[config.mk]
export PLATFORM = sky130hd
export DESIGN_NAME = vaddr_seg_front
export DESIGN_NICKNAME = d
export VERILOG_FILES = /design/src/rtl/segdec_pkg.sv /design/src/rtl/segdec_ctrl.sv /design/src/rtl/segdec_dp.sv /design/src/rtl/vaddr_seg_front.sv
export SDC_FILE = /design/constraint.sdc
export NUM_CORES = 1
export LEC_CHECK = 0
export BUFFER_PORTS_ARGS = -buffer_cell sky130_fd_sc_hd__buf_2
export CORE_AREA = 2 2 106 108
export DETAILED_ROUTE_END_ITERATION = 8
export DIE_AREA = 0 0 108 110
export HOLD_SLACK_MARGIN = 0.1
export PLACE_DENSITY = 0.66
export SLEW_MARGIN = 40
export SYNTH_ARGS = -nofsm -noshare
export SYNTH_HDL_FRONTEND = slang
export SYNTH_SLANG_ARGS = --single-unit
[constraint.sdc]
create_clock -name clk -period 2.3 [get_ports clk]
set_clock_uncertainty 0.1 [all_clocks]
set_input_delay 0.115 -clock clk [delete_from_list [all_inputs] [get_ports clk]]
set_output_delay 0.115 -clock clk [all_outputs]
set_load 0.02 [all_outputs]
[src/rtl/segdec_pkg.sv]
package segdec_pkg;

  typedef enum logic [1:0] {
    MODE_USER  = 2'd0,
    MODE_SUPER = 2'd1,
    MODE_KERN  = 2'd2,
    MODE_KERN2 = 2'd3
  } priv_e;

  typedef enum logic [1:0] {
    TLB_HIT     = 2'd0,
    TLB_MISS    = 2'd1,
    TLB_INVALID = 2'd2,
    TLB_DIRTY   = 2'd3
  } tlb_e;

  typedef enum logic [2:0] {
    EXC_NONE    = 3'd0,
    EXC_ADDR_LD = 3'd1,
    EXC_ADDR_ST = 3'd2,
    EXC_TLB_LD  = 3'd3,
    EXC_TLB_ST  = 3'd4,
    EXC_TLB_MOD = 3'd5
  } exc_e;

  typedef enum logic [2:0] {
    PSRC_ZERO    = 3'd0,
    PSRC_BYPASS  = 3'd1,
    PSRC_WINLO   = 3'd2,
    PSRC_WINHI   = 3'd3,
    PSRC_TLB     = 3'd4
  } psrc_e;

  // Strobes from control to datapath
  typedef struct packed {
    psrc_e physSrc;
    logic  permRd;
    logic  permWr;
    logic  faultCapture;
  } ctrl_strobe_t;

endpackage

[src/rtl/segdec_ctrl.sv]
module segdec_ctrl
  import segdec_pkg::*;
(
  input  logic         clk,
  input  logic         rstN,
  input  logic         reqValid,
  input  logic [2:0]   segBits,
  input  logic         isWrite,
  input  priv_e        privMode,
  input  logic         errLevel,
  input  tlb_e         tlbStatus,
  input  logic         tlbWrOk,
  output ctrl_strobe_t strobe,
  output exc_e         excClass,
  output logic         refill,
  output logic         tlbLookup
);

  logic isKernel;
  logic isSuper;
  logic denied;
  logic mapped;
  psrc_e directSrc;
  logic  directHit;

  assign isKernel = (privMode == MODE_KERN) || (privMode == MODE_KERN2);
  assign isSuper  = (privMode == MODE_SUPER);

  // Region classification by the top three address bits
  always_comb begin
    denied    = 1'b0;
    mapped    = 1'b0;
    directHit = 1'b0;
    directSrc = PSRC_ZERO;
    unique casez (segBits)
      3'b0??: begin
        if (errLevel) begin
          directHit = 1'b1;
          directSrc = PSRC_BYPASS;
        end else begin
          mapped = 1'b1;
        end
      end
      3'b100: begin
        directHit = isKernel;
        directSrc = PSRC_WINLO;
        denied    = !isKernel;
      end
      3'b101: begin
        directHit = isKernel;
        directSrc = PSRC_WINHI;
        denied    = !isKernel;
      end
      3'b110: begin
        mapped = isKernel || isSuper;
        denied = !(isKernel || isSuper);
      end
      default: begin
        mapped = isKernel;
        denied = !isKernel;
      end
    endcase
  end

  // Outcome resolution
  always_comb begin
    strobe.physSrc = PSRC_ZERO;
    strobe.permRd  = 1'b0;
    strobe.permWr  = 1'b0;
    excClass       = EXC_NONE;
    refill         = 1'b0;
    if (denied) begin
      excClass = isWrite ? EXC_ADDR_ST : EXC_ADDR_LD;
    end else if (directHit) begin
      strobe.physSrc = directSrc;
      strobe.permRd  = 1'b1;
      strobe.permWr  = 1'b1;
    end else if (mapped) begin
      unique case (tlbStatus)
        TLB_HIT: begin
          strobe.physSrc = PSRC_TLB;
          strobe.permRd  = 1'b1;
          strobe.permWr  = tlbWrOk;
        end
        TLB_MISS: begin
          excClass = isWrite ? EXC_TLB_ST : EXC_TLB_LD;
          refill   = 1'b1;
        end
        TLB_INVALID: begin
          excClass = isWrite ? EXC_TLB_ST : EXC_TLB_LD;
        end
        default: begin
          excClass = EXC_TLB_MOD;
        end
      endcase
    end
  end

  assign tlbLookup           = mapped;
  assign strobe.faultCapture = reqValid && (excClass != EXC_NONE);

  AST_USER_HIGH_DENIED: assert property (@(posedge clk) disable iff (!rstN)
    (privMode == MODE_USER && segBits[2]) |->
      (excClass == EXC_ADDR_LD || excClass == EXC_ADDR_ST));

  AST_REFILL_ONLY_MISS: assert property (@(posedge clk) disable iff (!rstN)
    refill |-> (tlbLookup && tlbStatus == TLB_MISS));

  AST_DIRTY_IS_MODIFY: assert property (@(posedge clk) disable iff (!rstN)
    (tlbLookup && tlbStatus == TLB_DIRTY) |-> excClass == EXC_TLB_MOD);

  AST_NO_PERM_ON_EXC: assert property (@(posedge clk) disable iff (!rstN)
    (excClass != EXC_NONE) |-> (!strobe.permRd && !strobe.permWr &&
                                strobe.physSrc == PSRC_ZERO));

  AST_BYPASS_NO_LOOKUP: assert property (@(posedge clk) disable iff (!rstN)
    (errLevel && !segBits[2]) |-> (!tlbLookup && excClass == EXC_NONE));

endmodule

[src/rtl/segdec_dp.sv]
module segdec_dp
  import segdec_pkg::*;
#(
  parameter int AddrWidth  = 32,
  parameter int IdWidth    = 8,
  parameter int PairShift  = 13,
  parameter int CtxLsb     = 4,
  parameter logic [AddrWidth-1:0] WinLoBase = 32'h8000_0000,
  parameter logic [AddrWidth-1:0] WinHiBase = 32'hA000_0000
) (
  input  logic                 clk,
  input  logic                 rstN,
  input  ctrl_strobe_t         strobe,
  input  logic [AddrWidth-1:0] vaddr,
  input  logic [AddrWidth-1:0] tlbPhys,
  input  logic [AddrWidth-1:0] curContext,
  input  logic [AddrWidth-1:0] curEntryHi,
  output logic [AddrWidth-1:0] physAddr,
  output logic                 permRead,
  output logic                 permWrite,
  output logic                 faultStrobe,
  output logic [AddrWidth-1:0] badAddrOut,
  output logic [AddrWidth-1:0] contextOut,
  output logic [AddrWidth-1:0] entryHiOut
);

  localparam int VpnWidth = AddrWidth - PairShift;
  localparam int CtxTop   = CtxLsb + VpnWidth;

  localparam logic [AddrWidth-1:0] CtxKeepMask = ~((AddrWidth'(1) << CtxTop) - AddrWidth'(1));
  localparam logic [AddrWidth-1:0] IdKeepMask  = (AddrWidth'(1) << IdWidth) - AddrWidth'(1);
  localparam logic [AddrWidth-1:0] PairMask    = ~((AddrWidth'(1) << PairShift) - AddrWidth'(1));

  logic [AddrWidth-1:0] ctxField;
  logic [AddrWidth-1:0] nextContext;
  logic [AddrWidth-1:0] nextEntryHi;

  always_comb begin
    unique case (strobe.physSrc)
      PSRC_BYPASS: physAddr = vaddr;
      PSRC_WINLO:  physAddr = vaddr - WinLoBase;
      PSRC_WINHI:  physAddr = vaddr - WinHiBase;
      PSRC_TLB:    physAddr = tlbPhys;
      default:     physAddr = '0;
    endcase
  end

  assign permRead  = strobe.permRd;
  assign permWrite = strobe.permWr;

  assign ctxField    = AddrWidth'(vaddr[AddrWidth-1:PairShift]) << CtxLsb;
  assign nextContext = (curContext & CtxKeepMask) | ctxField;
  assign nextEntryHi = (curEntryHi & IdKeepMask) | (vaddr & PairMask);

  always_ff @(posedge clk) begin
    if (!rstN) begin
      faultStrobe <= 1'b0;
      badAddrOut  <= '0;
      contextOut  <= '0;
      entryHiOut  <= '0;
    end else begin
      faultStrobe <= strobe.faultCapture;
      if (strobe.faultCapture) begin
        badAddrOut <= vaddr;
        contextOut <= nextContext;
        entryHiOut <= nextEntryHi;
      end
    end
  end

  AST_BADADDR_CAPTURE: assert property (@(posedge clk) disable iff (!rstN)
    strobe.faultCapture |=> (faultStrobe && badAddrOut == $past(vaddr)));

  AST_IMAGES_HOLD: assert property (@(posedge clk) disable iff (!rstN)
    !strobe.faultCapture |=> (!faultStrobe && $stable(badAddrOut) &&
                              $stable(contextOut) && $stable(entryHiOut)));

  AST_ENTRYHI_ID_KEEP: assert property (@(posedge clk) disable iff (!rstN)
    strobe.faultCapture |=>
      entryHiOut[IdWidth-1:0] == $past(curEntryHi[IdWidth-1:0]));

  AST_CTX_HIGH_KEEP: assert property (@(posedge clk) disable iff (!rstN)
    strobe.faultCapture |=>
      contextOut[AddrWidth-1:CtxTop] == $past(curContext[AddrWidth-1:CtxTop]));

endmodule

[src/rtl/vaddr_seg_front.sv]
module vaddr_seg_front
  import segdec_pkg::*;
#(
  parameter int AddrWidth = 32,
  parameter int IdWidth   = 8,
  parameter int PairShift = 13,
  parameter int CtxLsb    = 4
) (
  input  logic                 clk,
  input  logic                 rstN,
  input  logic                 reqValid,
  input  logic [AddrWidth-1:0] vaddr,
  input  logic                 isWrite,
  input  logic [1:0]           privMode,
  input  logic                 errLevel,
  input  logic [1:0]           tlbStatus,
  input  logic [AddrWidth-1:0] tlbPhys,
  input  logic                 tlbWrOk,
  input  logic [AddrWidth-1:0] curContext,
  input  logic [AddrWidth-1:0] curEntryHi,
  output logic                 tlbLookup,
  output logic [AddrWidth-1:0] physAddr,
  output logic                 permRead,
  output logic                 permWrite,
  output logic                 excValid,
  output logic [2:0]           excClass,
  output logic                 refill,
  output logic                 faultStrobe,
  output logic [AddrWidth-1:0] badAddrOut,
  output logic [AddrWidth-1:0] contextOut,
  output logic [AddrWidth-1:0] entryHiOut
);

  ctrl_strobe_t ctrlStrobe;
  exc_e         excCode;

  segdec_ctrl u_ctrl (
    .clk       (clk),
    .rstN      (rstN),
    .reqValid  (reqValid),
    .segBits   (vaddr[AddrWidth-1 -: 3]),
    .isWrite   (isWrite),
    .privMode  (priv_e'(privMode)),
    .errLevel  (errLevel),
    .tlbStatus (tlb_e'(tlbStatus)),
    .tlbWrOk   (tlbWrOk),
    .strobe    (ctrlStrobe),
    .excClass  (excCode),
    .refill    (refill),
    .tlbLookup (tlbLookup)
  );

  segdec_dp #(
    .AddrWidth (AddrWidth),
    .IdWidth   (IdWidth),
    .PairShift (PairShift),
    .CtxLsb    (CtxLsb)
  ) u_dp (
    .clk         (clk),
    .rstN        (rstN),
    .strobe      (ctrlStrobe),
    .vaddr       (vaddr),
    .tlbPhys     (tlbPhys),
    .curContext  (curContext),
    .curEntryHi  (curEntryHi),
    .physAddr    (physAddr),
    .permRead    (permRead),
    .permWrite   (permWrite),
    .faultStrobe (faultStrobe),
    .badAddrOut  (badAddrOut),
    .contextOut  (contextOut),
    .entryHiOut  (entryHiOut)
  );

  assign excClass = excCode;
  assign excValid = (excCode != EXC_NONE);

endmodule

==> summary.txt, run 1 <==
Floorplanning
  • Die Area: 11880 sq um
  • DIE WIDTH: 108 um
  • Core area: 10700 sq um
  • Starting Density: 27.63%
  • Ports: 275
  • Row count: 38
  • Die Height: 110 um

Critical path
  • Register-to-register setup slack: 1530 ps
  • Levels on crit path: 7
  • Worst EP arrival: 1940 ps
  • Crit path to: physAddr[1]
  • CP dominant cell by count: buf_2
  • Worst-path cell chain: dlygate4sd3_1, buf_2, nand2b_2, and2_4, and3_4, a22o_1, buf_2
  • Reg2reg path depth: 2
  • RR Startpoint: u_dp.badAddrOut[15]
  • Critical path's slowest cell: dlygate4sd3_1
  • Crit Path Max Fanout: 15
  • Crit path from: vaddr[31]
  • Setup crit end kind: output port
  • Kind of cell adding the most delay to the critical path: buffers and inverters
  • Worst path bufs/invs: 3
  • Critical Path RT: 2090 ps
  • RR Endpoint: u_dp.badAddrOut[15]
  • CP Class: in -> out
  • CP peak stage delay: 520 ps
  • CP startpoint kind: input pin

Min path
  • Worst min-delay path category: in -> reg

Timing
  • Period utilization: 93.48%
  • Setup_tns: 0 ps
  • Pins Over Slew Limit: 0
  • Final Hold Violating Endpoints: 0
  • RSZ-0062 raised after global routing: no
  • # setup viols final: 0
  • FMAX: 0.4651 GHz
  • Setup slack after layout: 150.0 ps
  • Tmin final: 2150 ps

Logic synthesis
  • Sequential-to-total area share from yosys stat: 33.87%
  • EDFF count, synth: 0
  • Cells after synthesis: 353
  • Synth Area per Inst: 8.372 sq um
  • Synth Cell Area: 2955 sq um
  • Distinct cell type count after synthesis: 31
  • Yosys synthesis warning count: 0
  • Asr flop ratio synth: 0%
  • Number of synthesized register bits: 50
  • Synth Flop Type: dfxtp_1

Route
  • Post-DR wirelength/cell: 13.25 um
  • Router iterations before antenna repair: 4
  • Remaining antenna violation count: 0
  • Routed wire length: 9410 um
  • Met2 WL post-DR: 4814 um
  • Post-DR vias/cell: 4.387
  • Met1 wire length: 3840 um
  • Initial DRC count: 142
  • Vias post-DR: 3115
  • Highest Signal Layer: met4
  • DRC viols: 0
  • Routed met3 length: 620 um

Global routing
  • Initial antenna violation count: 0
  • Vias in the first global route: 2848
  • Total GRT Usage: 14.03%
  • Largest net degree at the start of global routing: 100
  • GRT overflow: 0
  • Global-route wire length before repair: 13280 um

Place
  • IO Port Bufs: 218
  • RePlAce Congestion: 0.8169
  • DP Wirelength: 6214 um
  • Post-Place Worst Slack: 247.6 ps

Final layout
  • Final nets: 715
  • FF/Latch Area: 1001 sq um
  • Synth-to-layout area growth: 50.17%
  • Filler cells: 1039
  • Layout cells sized above 1: 41.58%
  • Multi-input gate area: 1491 sq um
  • Antenna Cells: 0

Power and ir drop
  • Combinational share of power: 36.8%
  • Register share of total power: 41.5%
  • P_sw: 842.2 uW
  • Switching Share: 36.08%
  • Peak VDD IR: 0.2911 mV
  • Clk pwr share: 21.7%
  • Power Density: 526.0 nW/um^2
  • Pint: 1.492 mW
  • Leakage power total: 2.403 nW

Run status
  • Status: complete, no violations

Clocking
  • TritonCTS clock tree: yes
  • Clock buffer depth: 2
  • Clock Tree Root: clkbuf_8
  • TritonCTS buffer count: 5
  • Worst-path clk slew: 100 ps
  • Clock Sink Count: 50
  • H-tree levels: 2
  • Worst-skew pair later-pin latency: 290 ps

Job
  • Max_cap viols: 0
[synthesized netlist by cell type (2+ instances only)]
cell type	number	area share [%]
nand3_1	3	0.51
buf_2	2	0.34
dfxtp_1	50	34
clkbuf_1	14	1.8
inv_1	8	1.0
nor2_1	9	1.1
nand2b_1	2	0.42
a22o_1	29	8.6
buf_4	52	13
nand2_1	104	13
a21oi_1	3	0.51
mux2i_1	49	17
buf_6	3	1.1
a221oi_1	2	0.59
ha_1	7	3.0
[logic make-up (layout without fill, tap and decap cells)]
group | after synthesis | count (layout) | synth area share (%)
flip-flops | 50 | 50 | 33.87
other | 1 | 9 | 0.1269
AND/OR/NAND/NOR | 125 | 126 | 17.19
AO/OA/AOI/OAI | 42 | 42 | 11.77
adder cells (fa/ha/maj) | 7 | 7 | 2.963
multiplexers | 49 | 49 | 16.60
buffers and inverters | 79 | 287 | 17.48
[cell type report]
class,instances,area share [%]
clock inverters,2,0.3383
multi-input cells,233,33.61
clock buffers,5,1.551
repair buffers,272,37.33
flip-flops and latches,50,22.55
inverters,8,0.6766
well taps,140,3.947
[registers in the layout, indices dropped and copies added (netlist names)]
signal and flops:
u_dp.badAddrOut 31, u_dp.contextOut 10, u_dp.entryHiOut 8, u_dp.faultStrobe 1
[worst min-delay path by stage]
stage / slack (ps) / to / startpoint / cells after the start
global route: 270 / u_dp.entryHiOut[2] / rstN / 4
detailed placement: 270 / u_dp.contextOut[24] / curContext[24] / 3
CTS: 250 / u_dp.entryHiOut[5] / rstN / 4
global placement: 260 / u_dp.entryHiOut[4] / curEntryHi[4] / 3
finish: 260 / u_dp.entryHiOut[5] / rstN / 4
floorplan: 160 / u_dp.badAddrOut[0] / vaddr[0] / 2
[power by group through the flow]
stage               combinational (mW)  sequential (mW)  clock (mW)
finish                           0.859            0.968       0.508
global route                     0.926            0.977       0.584
CTS                              0.853            0.968       0.546
detailed placement               0.788            0.987           0
global placement                 0.780            0.984           0
floorplan                        0.488             1.06           0
[cells in the final DEF, fill, tap and decap left out, drive strengths merged, types with 3 or more instances in the layout]
master	n
inv	8
ha	7
a21oi	3
nand3	3
a22o	29
buf	223
clkbuf	5
nor2	9
and3	3
conb	9
nand2	104
nand2b	3
dfxtp	50
dlygate4sd3	49
mux2i	49
[stage by stage]
| step | instances | hold slack, ps | power (mW) | instance area (sq um) | util [%] |
|---|---|---|---|---|---|
| global route | 710 | 271.7 | 2.488 | 4438 | 41.49 |
| floorplan | 361 | 157.2 | 1.549 | 2985 | - |
| finish | 710 | 260.0 | 2.334 | 4438 | 41.49 |
| CTS | 709 | 248.2 | 2.368 | 4425 | 41.37 |
| detailed placement | 653 | 274.2 | 1.775 | 3851 | 36.00 |
| global placement | 653 | 262.2 | 1.764 | 3851 | 36.00 |
[what timing repair did]
item | CTS | global route
endpoints found under the hold margin | 49 | 0
hold buffers | 49 | 0
setup endpoints to repair | 0 | 29
gates resized for setup | 0 | 2
buffers inserted | 0 | 0
[worst min-delay path: stages]
cell and delay [ps]:
buf_2 110, buf_12 220, nand2_1 110, mux2i_1 50
[layer usage]
metal	vias to the layer above	track usage, %
li1	1554	-
met4	0	3.571
met3	8	3.586
met1	1405	15.37
met5	-	0
met2	148	26.86
(Power assumes the default switching activity.)
==> run 2: changes to the inputs <==
--- a/config.mk
+++ b/config.mk
@@ -5,12 +5,12 @@
 export SDC_FILE = /design/constraint.sdc
 export NUM_CORES = 1
 export LEC_CHECK = 0
-export BUFFER_PORTS_ARGS = -buffer_cell sky130_fd_sc_hd__buf_2
 export CORE_AREA = 2 2 106 108
 export DETAILED_ROUTE_END_ITERATION = 8
 export DIE_AREA = 0 0 108 110
+export DONT_BUFFER_PORTS = 1
 export HOLD_SLACK_MARGIN = 0.1
-export PLACE_DENSITY = 0.66
+export PLACE_DENSITY = 0.45
 export SLEW_MARGIN = 40
 export SYNTH_ARGS = -nofsm -noshare
 export SYNTH_HDL_FRONTEND = slang
==> run 2 against run 1 <==
Via count decreased by 20%. Utilization fell by 7.6 points. Clock-buffer cell count increased by 1. Largest cell class is now multi-input combinational cells. Critical endpoint is now u_dp.badAddrOut[1].
==> summary.txt, run 2 (synthesis gave the netlist of run 1 again) <==
Clocking
  • Clock Sink Count: 50 (unchanged)
  • Setup bufs post-CTS: 0 (unchanged)
  • Worst-path clk slew: 100 ps (about the same)
  • Clock buffer depth: 2 (unchanged)
  • H-tree levels: 2 (unchanged)
  • Worst-skew pair later-pin latency: 310 ps (+20 ps)
  • TritonCTS buffer count: 5 (unchanged)
  • TritonCTS clock tree: yes
  • Clock Tree Root: clkbuf_8

Final layout
  • Commonest non-fill, non-tap cell in the layout: nand2_1
  • Most frequent cells in the layout: nand2_1, dlygate4sd3_1, dfxtp_1, mux2i_1, a22o_1
  • Layout cells sized above 1: 5.263% (-36 points)
  • Final nets: 524 (-27%)
  • Synth-to-layout area growth: 22.52%
  • Regs by FF count: u_dp.badAddrOut x31, u_dp.contextOut x10, u_dp.entryHiOut x8
  • Largest Register: u_dp.badAddrOut
  • Max reg flops: 31 (unchanged)
  • Antenna Cells: 0 (unchanged)
  • Filler cells: 1081 (+4.0%)

Critical path
  • Critical path's slowest cell: dlygate4sd3_1
  • Crit path from: vaddr[29]
  • Critical Path RT: 2470 ps (+380 ps)
  • Kind of cell adding the most delay to the critical path: buffers and inverters
  • CP peak stage delay: 550 ps (+30 ps)
  • CP Class: in -> reg
  • Worst path bufs/invs: 3 (unchanged)
  • RR Startpoint: u_dp.badAddrOut[24]
  • Worst-path cell chain: inv_1, ha_1, o211ai_2, nand3_1, a21boi_4, buf_12, mux2i_1, dlygate4sd3_1
  • Setup crit end kind: register
  • Worst EP arrival: 2190 ps (+250 ps)
  • Crit Path Max Fanout: 50 (+35)
  • CP startpoint kind: input pin

Min path
  • Worst Hold Launch: rstN
  • Worst min-delay path category: in -> reg

Global routing
  • Global-route wire length before repair: 11870 um (-11%)
  • Vias in the first global route: 2341 (-18%)
  • Initial antenna violation count: 0 (unchanged)
  • Total GRT Usage: 13.15% (-0.88 points)
  • Largest net degree at the start of global routing: 74 (-26%)
  • GRT overflow: 0 (unchanged)

Floorplanning
  • Ports: 275 (unchanged)
  • Starting Density: 27.63% (unchanged)
  • Die Area: 11880 sq um (unchanged)
  • Core area: 10700 sq um (unchanged)
  • Row count: 38 (unchanged)
  • DIE WIDTH: 108 um (unchanged)
  • Die Height: 110 um (unchanged)

Timing
  • # setup viols final: 0 (unchanged)
  • RSZ-0062 raised after global routing: no
  • Tmin final: 2021 ps (-128.6 ps)
  • Worst hold margin: 110.9 ps (-149.1 ps)
  • Tightest Pin Transition: 650.6 ps
  • Period utilization: 87.89% (-5.6 points)
  • Pins Over Slew Limit: 0 (unchanged)
  • Setup_tns: 0 ps (unchanged)
  • FMAX: 0.4947 GHz (+6.4%)
  • Final Hold Violating Endpoints: 0 (unchanged)
  • Slew headroom: 56.57%

Route
  • Remaining antenna violation count: 0 (unchanged)
  • Post-DR wirelength/cell: 15.88 um (+20%)
  • Routed wire length: 8257 um (-12%)
  • DRC viols: 0 (unchanged)
  • Initial DRC count: 100 (-30%)
  • Router iterations before antenna repair: 4 (unchanged)
  • Post-DR vias/cell: 4.769 (+8.7%)
  • Vias post-DR: 2480 (-20%)

Power and ir drop
  • Peak VDD IR: 0.2538 mV (-13%)
  • Power Density: 607.0 nW/um^2 (+15%)
  • Power Total: 2.198 mW (-5.8%)
  • Leakage power total: 1.540 nW (-36%)

Place
  • RePlAce Congestion: 0.7576 (-7.3%)
  • DP Wirelength: 5207 um (-16%)
  • IO Port Bufs: 0 (-100%)

Run status
  • Status: complete, no violations

Job
  • Max_cap viols: 0 (unchanged)
## run 2: changes by cell type in the layout (fill, tap and decap cells not counted), sizes merged
cell         before  now
buf             223    7
and3              3    2
dlygate4sd3      49   75
clkinv            0    2
clkinvlp          2    0
clkbuf            5    6
## run 2: routing by layer
metal	share of wire (%)	vias up	track usage [%]
met5	0	-	0
met4	1.0	0	3.571
met3	8.5	9	4.233
met2	52	148	25.38
met1	38	1153	13.62
li1	-	1170	-
## run 2: where the power goes
| group | leakage, nW | internal, mW | total, mW | switching [mW] |
|---|---|---|---|---|
| Combinational | 1.08 | 0.231 | 0.518 | 0.287 |
| Clock | 0.0514 | 0.248 | 0.570 | 0.322 |
| Sequential | 0.411 | 0.927 | 1.11 | 0.183 |
| Total | 1.54 | 1.41 | 2.20 | 0.791 |
## run 2: final timing paths
path                              end  slack [ps]  cells after the start
hold / removal     u_dp.badAddrOut[5]         110                      3
hold reg to reg   u_dp.contextOut[23]         470                      2
setup reg to reg  u_dp.badAddrOut[24]         590                      3
setup / recovery   u_dp.badAddrOut[1]         280                      8
## run 2: what timing repair did
item	4_1_cts	5_1_grt
hold buffers	76	0
endpoints found under the hold margin	50	0
resized for setup	0	0
## run 2: final cells by class
class / instances / area (sq um) / area share (%)
flip-flops and latches: 50 / 1001 / 27.64
inverters: 8 / 30.03 / 0.8293
multi-input cells: 232 / 1479 / 40.84
clock inverters: 2 / 17.52 / 0.4838
clock buffers: 6 / 82.58 / 2.281
well taps: 140 / 175.2 / 4.838
repair buffers: 82 / 835.8 / 23.08
## run 2: worst reg2reg max path, cell delays in order, from the launching register on
cell and delay (ps):
dfxtp_1 750, nand2_1 110, mux2i_1 140, dlygate4sd3_1 550
## run 2: metrics by stage
stage | worst slack (ps) | cell area, sq um | std cells | util [%]
3_5_place_dp | 434.9 | 2743 | 436 | 25.64
5_1_grt | 196.2 | 3621 | 520 | 33.85
4_1_cts | 327.3 | 3621 | 520 | 33.85
3_3_place_gp | 463.7 | 2743 | 436 | 25.64
2_1_floorplan | 598.9 | 2985 | 361 | -
6_report | 278.5 | 3621 | 520 | 33.85
==> run 3: changes to the inputs <==
--- a/config.mk
+++ b/config.mk
@@ -11,7 +11,7 @@
 export DONT_BUFFER_PORTS = 1
 export HOLD_SLACK_MARGIN = 0.1
 export PLACE_DENSITY = 0.45
-export SLEW_MARGIN = 40
+export SLEW_MARGIN = 20
 export SYNTH_ARGS = -nofsm -noshare
 export SYNTH_HDL_FRONTEND = slang
 export SYNTH_SLANG_ARGS = --single-unit
==> constraint.sdc (replaced) <==
create_clock -name clk -period 1.9 [get_ports clk]
set_clock_uncertainty 0.1 [all_clocks]
set_input_delay 0.095 -clock clk [delete_from_list [all_inputs] [get_ports clk]]
set_output_delay 0.095 -clock clk [all_outputs]
set_load 0.02 [all_outputs]
==> run 3 against run 2 <==
The flow now stops in 4_1_cts. Area after synthesis unchanged. Synthesized cell count unchanged.
==> summary.txt, run 3 <==
Logic synthesis
  • Commonest cells in the netlist: nand2_1, buf_4, dfxtp_1
  • Leading area contributor after synthesis: dfxtp_1
  • Synth Area per Inst: 8.372 sq um (unchanged)
  • Synth top area share: 33.87% (unchanged)
  • Top post-synthesis cells by area: dfxtp_1, mux2i_1, buf_4
  • Most frequent cell after synthesis: nand2_1
  • EDFF count, synth: 0 (unchanged)
  • Synth Flop Type: dfxtp_1
  • Cells after synthesis: 353 (unchanged)
  • Asr flop ratio synth: 0% (unchanged)
  • Distinct cell type count after synthesis: 31 (unchanged)
  • Yosys synthesis warning count: 0 (unchanged)
  • Number of synthesized register bits: 50 (unchanged)
  • Synth Cell Area: 2955 sq um (unchanged)
  • Sequential-to-total area share from yosys stat: 33.87% (unchanged)

Floorplanning
  • Ports: 275 (unchanged)
  • Row count: 38 (unchanged)
  • Die Height: 110 um (unchanged)
  • DIE WIDTH: 108 um (unchanged)
  • Starting Density: 27.63% (unchanged)

Clocking
  • CTS Hold Bufs: 101 (+33%)
  • Clock buffer depth: 2 (unchanged)
  • Clock Tree Root: clkbuf_8
  • Setup bufs post-CTS: 0 (unchanged)
  • PostCTS Resize Cnt: 0 (unchanged)
  • TritonCTS buffer count: 5 (unchanged)
  • Clock Sink Count: 50 (unchanged)
  • H-tree levels: 2 (unchanged)

Place
  • Post-DP Area: 2918 sq um (+6.4%)
  • RePlAce Congestion: 0.7333 (-3.2%)
  • IO Port Bufs: 0 (unchanged)
  • DP Wirelength: 5355 um (+2.8%)

Run status
  • Run Error: [ERROR RSZ-0060] Max buffer count reached.
  • Status: aborted with a tool error
  • Exit stage: 4_1_cts
==> run 3: logic make-up after synthesis <==
family          synth area share [%]
mux                            16.60
buf+inv                        17.48
compound gates                 11.77
other cells                   0.1269
fa+ha+maj                      2.963
simple gates                   17.19
flops                          33.87
==> run 3: stage by stage <==
step,setup WS (ps),cells
2_1_floorplan,238.9,361
3_3_place_gp,182.3,456
3_5_place_dp,166.0,456
==> run 4: changes to the inputs <==
--- a/config.mk
+++ b/config.mk
@@ -9,8 +9,7 @@
 export DETAILED_ROUTE_END_ITERATION = 8
 export DIE_AREA = 0 0 108 110
 export DONT_BUFFER_PORTS = 1
-export HOLD_SLACK_MARGIN = 0.1
-export PLACE_DENSITY = 0.45
+export PLACE_DENSITY_LB_ADDON = 0.15
 export SLEW_MARGIN = 20
 export SYNTH_ARGS = -nofsm -noshare
 export SYNTH_HDL_FRONTEND = slang
==> run 4 against run 3 <==
The run now ends clean.
==> summary.txt, run 4 (synthesis gave the netlist of run 1 again) <==
Run status
  • Status: complete, no violations

Route
  • Post-DR wirelength/cell: 15.75 um
  • Router iterations before antenna repair: 4
  • Remaining antenna violation count: 0
  • Post-DR vias/cell: 4.532
  • Routed wire length: 8647 um
  • Initial DRC count: 112
  • Vias post-DR: 2488
  • DRC viols: 0

Critical path
  • Kind of cell adding the most delay to the critical path: buffers and inverters
  • Critical Path RT: 2060 ps
  • Crit Path Max Fanout: 13
  • Worst EP arrival: 2030 ps
  • Setup crit end kind: register
  • CP peak stage delay: 570 ps
  • Worst path bufs/invs: 3
  • Worst-path cell chain: inv_1, ha_1, o211ai_2, nand3_1, a21boi_4, buf_12, mux2i_1, dlygate4sd3_1
  • CP Class: in -> reg
  • CP startpoint kind: input pin
  • Critical path's slowest cell: dlygate4sd3_1

Final layout
  • Commonest non-fill, non-tap cell in the layout: nand2_1
  • Filler cells: 1100
  • Final nets: 553
  • Largest Register: u_dp.badAddrOut
  • Multi-input gate area: 1484 sq um
  • Regs by FF count: u_dp.badAddrOut x31, u_dp.contextOut x10, u_dp.entryHiOut x8
  • Synth-to-layout area growth: 31.88%
  • FF/Latch Area: 1001 sq um
  • Layout cells sized above 1: 12.96%
  • Most frequent cells in the layout: nand2_1, dlygate4sd3_1, dfxtp_1, mux2i_1, buf_4
  • Antenna Cells: 0
  • Fin util: 36.43%
  • Max reg flops: 31

Timing
  • Worst hold margin: 93.75 ps
  • # setup viols final: 0
  • Tightest Pin Transition: 556.0 ps
  • Pins Over Slew Limit: 0
  • Setup slack after layout: 32.47 ps
  • FMAX: 0.5355 GHz
  • Tmin final: 1868 ps
  • Final Hold Violating Endpoints: 0
  • RSZ-0062 raised after global routing: yes
  • Period utilization: 98.29%
  • Slew headroom: 62.76%

Job
  • Max_cap viols: 0

Floorplanning
  • Starting Density: 27.63% (unchanged)
  • Row count: 38 (unchanged)
  • Die Area: 11880 sq um
  • Die Height: 110 um (unchanged)
  • DIE WIDTH: 108 um (unchanged)
  • Ports: 275 (unchanged)
  • Core area: 10700 sq um

Global routing
  • M2 GR Usage: 25.56%
  • Initial antenna violation count: 0
  • Total GRT Usage: 13.02%
  • GRT overflow: 0
  • GRT met1 Usage: 13.52%
  • Met3 Use GR: 3.998%
  • Vias in the first global route: 2449
  • Global-route wire length before repair: 11960 um
  • GRT Max-Usage Layer: met2
  • Largest net degree at the start of global routing: 74

Clocking
  • Worst-path clk slew: 110 ps
  • Clock buffer depth: 2 (unchanged)
  • TritonCTS buffer count: 5 (unchanged)
  • H-tree levels: 2 (unchanged)
  • Clock Tree Root: clkbuf_8
  • Worst-skew pair later-pin latency: 300 ps
  • Clock Sink Count: 50 (unchanged)
  • TritonCTS clock tree: yes

Power and ir drop
  • Combinational share of power: 30.8%
  • Peak VDD IR: 0.3500 mV
  • P_sw: 979.9 uW
  • Pint: 1.747 mW
  • Register share of total power: 45.1%
  • Switching Share: 35.94%
  • Clk pwr share: 24.1%
  • Leakage power total: 1.707 nW
  • Power Density: 699.6 nW/um^2

Min path
  • Worst min-delay path category: in -> reg

Place
  • IO Port Bufs: 0 (unchanged)
  • RePlAce Congestion: 0.7849 (+7.0%)
  • DP Wirelength: 5167 um (-3.5%)
  • Post-Place Worst Slack: 65.63 ps (-100.4 ps)
run 4: layout make-up:
class                           count  area share, %
Tap cell                          140          4.494
Sequential cell                    50          25.68
Clock inverter                      3         0.6421
Multi-Input combinational cell    232          38.07
Clock buffer                        5          1.766
Inverter                            8         0.7705
Timing Repair Buffer              111          28.57
run 4: what timing repair did:
action / in CTS / in global routing
hold buffers: 76 / 0
gates resized for setup: 0 / 4
endpoints found under the setup margin: 0 / 17
endpoints found under the hold margin: 50 / 0
buffers inserted: 0 / 9
run 4: worst reg2reg max path, cell delays in order (launching register included):
cell	delay (ps)
dfxtp_1	470
nand2_1	100
mux2i_1	140
dlygate4sd3_1	570
run 4: final timing paths:
check        depth (start not counted)             endpoint  slack [ps]                 from
max                                  8  u_dp.contextOut[30]          30            vaddr[29]
min reg2reg                          2  u_dp.badAddrOut[18]         360  u_dp.badAddrOut[18]
min                                  3   u_dp.entryHiOut[3]          90                 rstN
max reg2reg                          3  u_dp.contextOut[30]         460  u_dp.contextOut[30]
run 4: power by group through the flow:
stage | Sequential (mW) | Combinational (mW) | Clock (mW)
floorplan | 1.28 | 0.590 | 0
global placement | 1.25 | 0.632 | 0
detailed placement | 1.25 | 0.637 | 0
CTS | 1.23 | 0.794 | 0.705
global route | 1.24 | 0.906 | 0.742
finish | 1.23 | 0.839 | 0.659
run 4: stage by stage:
stage / cell area (sq um) / power (mW) / instances / setup TNS (ps)
4_1_cts: 3775 / 2.729 / 538 / 0
5_1_grt: 3897 / 2.887 / 549 / -195.5
3_5_place_dp: 2903 / 1.889 / 454 / 0
3_3_place_gp: 2903 / 1.886 / 454 / 0
2_1_floorplan: 2985 / 1.875 / 361 / 0
6_report: 3897 / 2.727 / 549 / 0
run 4: per-layer routing:
layer	routed length, um	vias up
li1	-	1228
met1	3313	1121
met2	4564	137
met5	0	-
met4	31	0
met3	736	2
